===== config.mk =====
export PLATFORM = sky130hd
export DESIGN_NAME = mirq_arbiter
export DESIGN_NICKNAME = d
export VERILOG_FILES = /design/src/rtl/mirq_pkg.sv /design/src/rtl/mirq_enable_reg.sv /design/src/rtl/mirq_pend_capture.sv /design/src/rtl/mirq_prio.sv /design/src/rtl/mirq_arbiter.sv
export SDC_FILE = /design/constraint.sdc
export NUM_CORES = 1
export LEC_CHECK = 0
export ABC_AREA = 1
export CELL_PAD_IN_SITES_DETAIL_PLACEMENT = 1
export CELL_PAD_IN_SITES_GLOBAL_PLACEMENT = 1
export CORE_MARGIN = 1.5
export CORE_UTILIZATION = 13
export DETAILED_ROUTE_END_ITERATION = 16
export PLACE_DENSITY_LB_ADDON = 0.1
export REMOVE_ABC_BUFFERS = 1
export SLEW_MARGIN = 20
export SYNTH_ARGS = -nofsm -noshare
export SYNTH_HDL_FRONTEND = slang
export SYNTH_SLANG_ARGS = --single-unit

===== constraint.sdc =====
create_clock -name clk -period 1.2 [get_ports clk]
set_input_delay 0.36 -clock clk [delete_from_list [all_inputs] [get_ports clk]]
set_output_delay 0.36 -clock clk [all_outputs]
set_load 0.005 [all_outputs]

===== src/rtl/mirq_pkg.sv =====
package mirq_pkg;
   localparam int NSRC = 3;

   localparam int POS_SW  = 3;
   localparam int POS_TMR = 7;
   localparam int POS_EXT = 11;

   localparam logic [11:0] ADDR_EN   = 12'h304;
   localparam logic [11:0] ADDR_PEND = 12'h344;

   // internal source index in priority order: 0 is highest
   function automatic int src_pos(input int idx);
      case (idx)
         0:       return POS_EXT;
         1:       return POS_SW;
         default: return POS_TMR;
      endcase
   endfunction
endpackage


===== src/rtl/mirq_enable_reg.sv =====
module mirq_enable_reg
   import mirq_pkg::*;
#(
   parameter int XLEN = 32
) (
   input  logic                 clk,
   input  logic                 rst_n,
   input  logic                 wr_en,
   input  logic [XLEN-1:0]      wdata,
   output logic [NSRC-1:0]      en_q
);
   for (genvar i = 0; i < NSRC; i++) begin : g_bit
      localparam int P = src_pos(i);
      always_ff @(posedge clk or negedge rst_n) begin
         if (!rst_n)     en_q[i] <= 1'b0;
         else if (wr_en) en_q[i] <= wdata[P];
      end
   end

   a_r2_hold_without_write: assert property (@(posedge clk) disable iff (!rst_n)
      !wr_en |=> $stable(en_q));
endmodule


===== src/rtl/mirq_pend_capture.sv =====
module mirq_pend_capture
   import mirq_pkg::*;
(
   input  logic            clk,
   input  logic            rst_n,
   input  logic [NSRC-1:0] lines_i,
   output logic [NSRC-1:0] pend_q
);
   for (genvar i = 0; i < NSRC; i++) begin : g_bit
      always_ff @(posedge clk or negedge rst_n) begin
         if (!rst_n) pend_q[i] <= 1'b0;
         else        pend_q[i] <= lines_i[i];
      end
   end

   a_r4_follows_lines: assert property (@(posedge clk) disable iff (!rst_n)
      1'b1 |=> (pend_q == $past(lines_i)));
endmodule


===== src/rtl/mirq_prio.sv =====
module mirq_prio
   import mirq_pkg::*;
#(
   parameter int CAUSE_W = 31
) (
   input  logic               clk,
   input  logic               rst_n,
   input  logic [NSRC-1:0]    pend_i,
   input  logic [NSRC-1:0]    en_i,
   input  logic               glb_ie_i,
   output logic               req_o,
   output logic [CAUSE_W-1:0] cause_o
);
   logic [NSRC-1:0] hit;

   always_comb begin
      hit     = pend_i & en_i & {NSRC{glb_ie_i}};
      req_o   = |hit;
      cause_o = '0;
      // lowest priority first, higher ones overwrite
      for (int i = NSRC - 1; i >= 0; i--) begin
         if (hit[i]) cause_o = CAUSE_W'(src_pos(i));
      end
   end

   a_r8_external_wins: assert property (@(posedge clk) disable iff (!rst_n)
      (glb_ie_i && pend_i[0] && en_i[0]) |-> (cause_o == CAUSE_W'(POS_EXT)));
   a_r9_idle_zero: assert property (@(posedge clk) disable iff (!rst_n)
      !req_o |-> (cause_o == '0));
   a_r5_needs_enabled_pending: assert property (@(posedge clk) disable iff (!rst_n)
      req_o |-> ((pend_i & en_i) != '0));
endmodule


===== src/rtl/mirq_arbiter.sv =====
module mirq_arbiter
   import mirq_pkg::*;
#(
   parameter int XLEN = 32,
   localparam int CAUSE_W = XLEN - 1
) (
   input  logic               clk,
   input  logic               rst_n,
   input  logic               sw_irq_i,
   input  logic               tmr_irq_i,
   input  logic               ext_irq_i,
   input  logic               glb_ie_i,
   input  logic [11:0]        csr_addr_i,
   input  logic               csr_we_i,
   input  logic [XLEN-1:0]    csr_wdata_i,
   output logic [XLEN-1:0]    csr_rdata_o,
   output logic               irq_req_o,
   output logic [CAUSE_W-1:0] irq_cause_o
);
   if (XLEN < 16) begin : g_bad_xlen
      $error("mirq_arbiter: XLEN must be at least 16");
   end

   logic [NSRC-1:0] lines;
   logic [NSRC-1:0] en_q;
   logic [NSRC-1:0] pend_q;
   logic [XLEN-1:0] en_view;
   logic [XLEN-1:0] pend_view;
   logic            en_wr;

   assign lines = {tmr_irq_i, sw_irq_i, ext_irq_i};
   assign en_wr = csr_we_i && (csr_addr_i == ADDR_EN);

   mirq_enable_reg #(.XLEN(XLEN)) u_en (
      .clk   (clk),
      .rst_n (rst_n),
      .wr_en (en_wr),
      .wdata (csr_wdata_i),
      .en_q  (en_q)
   );

   mirq_pend_capture u_pend (
      .clk     (clk),
      .rst_n   (rst_n),
      .lines_i (lines),
      .pend_q  (pend_q)
   );

   mirq_prio #(.CAUSE_W(CAUSE_W)) u_prio (
      .clk      (clk),
      .rst_n    (rst_n),
      .pend_i   (pend_q),
      .en_i     (en_q),
      .glb_ie_i (glb_ie_i),
      .req_o    (irq_req_o),
      .cause_o  (irq_cause_o)
   );

   always_comb begin
      en_view   = '0;
      pend_view = '0;
      for (int i = 0; i < NSRC; i++) begin
         en_view[src_pos(i)]   = en_q[i];
         pend_view[src_pos(i)] = pend_q[i];
      end
   end

   always_comb begin
      case (csr_addr_i)
         ADDR_EN:   csr_rdata_o = en_view;
         ADDR_PEND: csr_rdata_o = pend_view;
         default:   csr_rdata_o = '0;
      endcase
   end

   a_r6_global_gate: assert property (@(posedge clk) disable iff (!rst_n)
      !glb_ie_i |-> !irq_req_o);
   a_r3_pend_write_keeps_enable: assert property (@(posedge clk) disable iff (!rst_n)
      (csr_we_i && csr_addr_i == ADDR_PEND) |=> $stable(en_q));
endmodule


==> metrics.txt <==
final core occ=20.8%; sequential-to-total area share from yosys stat=18.7%; Unique masters post-synth=13; number of enable flip-flop cells after synthesis=0; setup repair after global routing missed its margin=true; area of the placeable core=5960 um^2; port bufs=29; share of the synthesized area in the top cell type=53.4%; share of cells above drive strength 1=43.8%; arrival time reported for the critical path endpoint=1.20 ns; total of warnings raised by yosys=0; Critical Path Source Type=input pin; net count reported at finish=213; clock network latency to the later pin of the worst-skew pair=0.22 ns; Setup Viol. Count Final=11; number of buffers added by the clock tree synthesis step=3; least setup slack across all paths after layout=-0.359 ns; number of antenna violations at the first check in global routing=0; run status=complete, but fails checks; Achievable Freq=641 MHz; max-slew violation total from the final report=0; maximum resistive drop on vdd=0.304 mV; class of the most critical hold timing path=in -> async; most area-consuming cells after synthesis=sky130_fd_sc_hd__buf_4 53%, sky130_fd_sc_hd__dfrtp_1 19%, sky130_fd_sc_hd__nand3_1 7.5%; diode insertion count for antenna repair=0; Hold Fails Final Rpt=0; drt initial violations=2; total standard cell area after synthesis=802 um^2; fraction of registers with async set/reset=100%; count of standard-cell rows=28; Static Leakage=0.000735 uW; leading cell type by number of instances after synthesis=sky130_fd_sc_hd__buf_4; die boundary width=81.5 um; Max Clock Skew=0 ns; average size of a mapped cell=7.50 um^2; drt via density=2.90; vias in the first global route=618; Worst Path Required=0.84 ns; antenna viol nets, final=0; type of destination of the critical path=primary output; total power=682 uW; height of the die=81.5 um; number of clock sinks=6; number of search-and-repair iterations in the first detailed-routing pass=2; CTS tree=built; number of H-tree levels=1; clock-pin transition on the worst setup and hold timing paths=0.04 ns; final RePlAce weighted congestion=0.665; total area of sequential cells=150 um^2; final total negative setup slack=-2.01 ns; largest net degree at the start of global routing=7; mean routed wirelength per cell=7.85 um; starting density of the core=13.5%; post-route clock period utilization=130%; multi-input combinational cell area=508 um^2; relative area change from synthesis to final layout=54.1%; FF+latch count, synth=6; global-route wire length before repair=2750 um; Clock Tree Root=sky130_fd_sc_hd__clkbuf_8; post-route DRC violation count=0; failing checks=setup timing; fill cell count=761; worst-path maximum fanout=3; number of cells produced by synthesis=107; area of the die=6650 um^2; maximum number of buffers from clock root to sink=2; Total Routing Usage GR=5.46%; worst setup timing slack at the placement stage=-1.01 ns; type of the worst setup path=in -> out; number of max-capacitance violations reported=0; minimum clock period after layout=1.56 ns; detailed-placement wirelength estimate=1550 um; most used flip-flop cell after synthesis=sky130_fd_sc_hd__dfrtp_1; library cell occupying the most area in the post-synthesis netlist=sky130_fd_sc_hd__buf_4; overall via count from detail_route=681; global-route congestion overflow total=0; total wirelength of the detailed-routed design=1850 um; areal power density over the cells=552 nW/um^2; num ports=115; most used standard cells in the synthesized netlist=57 x sky130_fd_sc_hd__buf_4, 12 x sky130_fd_sc_hd__nand2_1, 12 x sky130_fd_sc_hd__nand3_1; number of cell instances on the worst register-to-register path=4
layout make-up:
type / instances / area share [%]
Multi-Input combinational cell: 94 / 41.1
Timing Repair Buffer: 52 / 34.3
Sequential cell: 6 / 12.1
Tap cell: 75 / 7.59
Clock buffer: 3 / 3.34
Inverter: 5 / 1.52
kinds of logic (layout without fill, tap and decap cells):
family | count (synthesis) | after routing | share of synthesized area, %
buffers and inverters | 62 | 60 | 55.7
AND/OR/NAND/NOR | 38 | 38 | 25.1
flip-flops | 6 | 6 | 18.7
other | 1 | 56 | 0.468
state kept, by name, summed over array words and instances (netlist names):
register,count
u_en.en_q,3
u_pend.pend_q,3
per-stage QoR:
| stage | area, um^2 | std cells | hold WS [ns] |
|---|---|---|---|
| after global placement | 1050 | 221 | 0.598 |
| after CTS | 1160 | 232 | 0.393 |
| after global routing | 1240 | 235 | 0.404 |
| final | 1240 | 235 | 0.381 |
| after detailed placement | 1050 | 221 | 0.589 |
| after floorplan | 581 | 105 | 0.0644 |
per-layer routing:
layer | wire length [um] | vias up | GRT usage (%) | part of all wire, %
met3 | 147 | 2 | 1.00 | 8.0
met5 | 0 | - | 0 | 0
met4 | 4 | 0 | 1.55 | 0.22
li1 | - | 331 | - | -
met2 | 1080 | 51 | 11.0 | 58
met1 | 614 | 297 | 5.61 | 33
placed cells by master, fill, tap and decap left out:
cell	instances
sky130_fd_sc_hd__nand2_2	2
sky130_fd_sc_hd__nand4_1	3
sky130_fd_sc_hd__nand3_1	2
sky130_fd_sc_hd__nor2_2	1
sky130_fd_sc_hd__dlygate4sd2_1	2
sky130_fd_sc_hd__inv_1	1
sky130_fd_sc_hd__nor2_4	4
sky130_fd_sc_hd__conb_1	56
sky130_fd_sc_hd__nand3_2	9
sky130_fd_sc_hd__clkdlybuf4s15_2	1
sky130_fd_sc_hd__nand2_1	10
sky130_fd_sc_hd__inv_2	4
sky130_fd_sc_hd__buf_4	19
sky130_fd_sc_hd__and3b_2	1
sky130_fd_sc_hd__nor2_8	1
sky130_fd_sc_hd__buf_2	12
sky130_fd_sc_hd__nand3_4	1
sky130_fd_sc_hd__dfrtp_1	6
sky130_fd_sc_hd__nand2_4	2
sky130_fd_sc_hd__buf_6	10
sky130_fd_sc_hd__clkbuf_8	3
sky130_fd_sc_hd__nor2_1	2
sky130_fd_sc_hd__clkdlybuf4s50_1	8
path summary, 6_finish.rpt:
| check | from | endpoint | slack, ns |
|---|---|---|---|
| worst max-delay path | csr_addr_i[10] | csr_rdata_o[11] | -0.36 |
| worst min-delay path | rst_n | u_pend.pend_q[1]$_DFF_PN0_ | 0.38 |
| worst max register to register | u_en.en_q[0]$_DFFE_PN0P_ | u_en.en_q[0]$_DFFE_PN0P_ | 0.30 |
| worst min register to register | u_en.en_q[2]$_DFFE_PN0P_ | u_en.en_q[2]$_DFFE_PN0P_ | 0.61 |
| max in group asynchronous | rst_n | u_en.en_q[2]$_DFFE_PN0P_ | 0.61 |
| min in group clk | sw_irq_i | u_pend.pend_q[1]$_DFF_PN0_ | 0.59 |
critical path: stages:
cell and delay [ns]:
sky130_fd_sc_hd__buf_2 0.11, sky130_fd_sc_hd__nor2_4 0.09, sky130_fd_sc_hd__nand2_4 0.08, sky130_fd_sc_hd__nor2_8 0.11, sky130_fd_sc_hd__buf_6 0.11, sky130_fd_sc_hd__buf_6 0.09, sky130_fd_sc_hd__nand3_2 0.06, sky130_fd_sc_hd__nand2_1 0.07
sky130_fd_sc_hd__buf_2 0.11
power by group:
group	total (uW)	leakage (uW)	internal, uW	switching, uW
combinational	173	0.000636	82.0	90.9
sequential	214	0.0000769	209	4.69
clock	295	0.0000216	215	80.5
repair_timing:
action | 4_1_cts | 5_1_grt
endpoints found under the setup margin | 11 | 11
hold buffers | 0 | 0
pin swaps | 17 | 9
setup buffers | 10 | 4
resized for setup | 95 | 12
endpoints found under the hold margin | 0 | 0
Power figures use the tool's default switching activity.
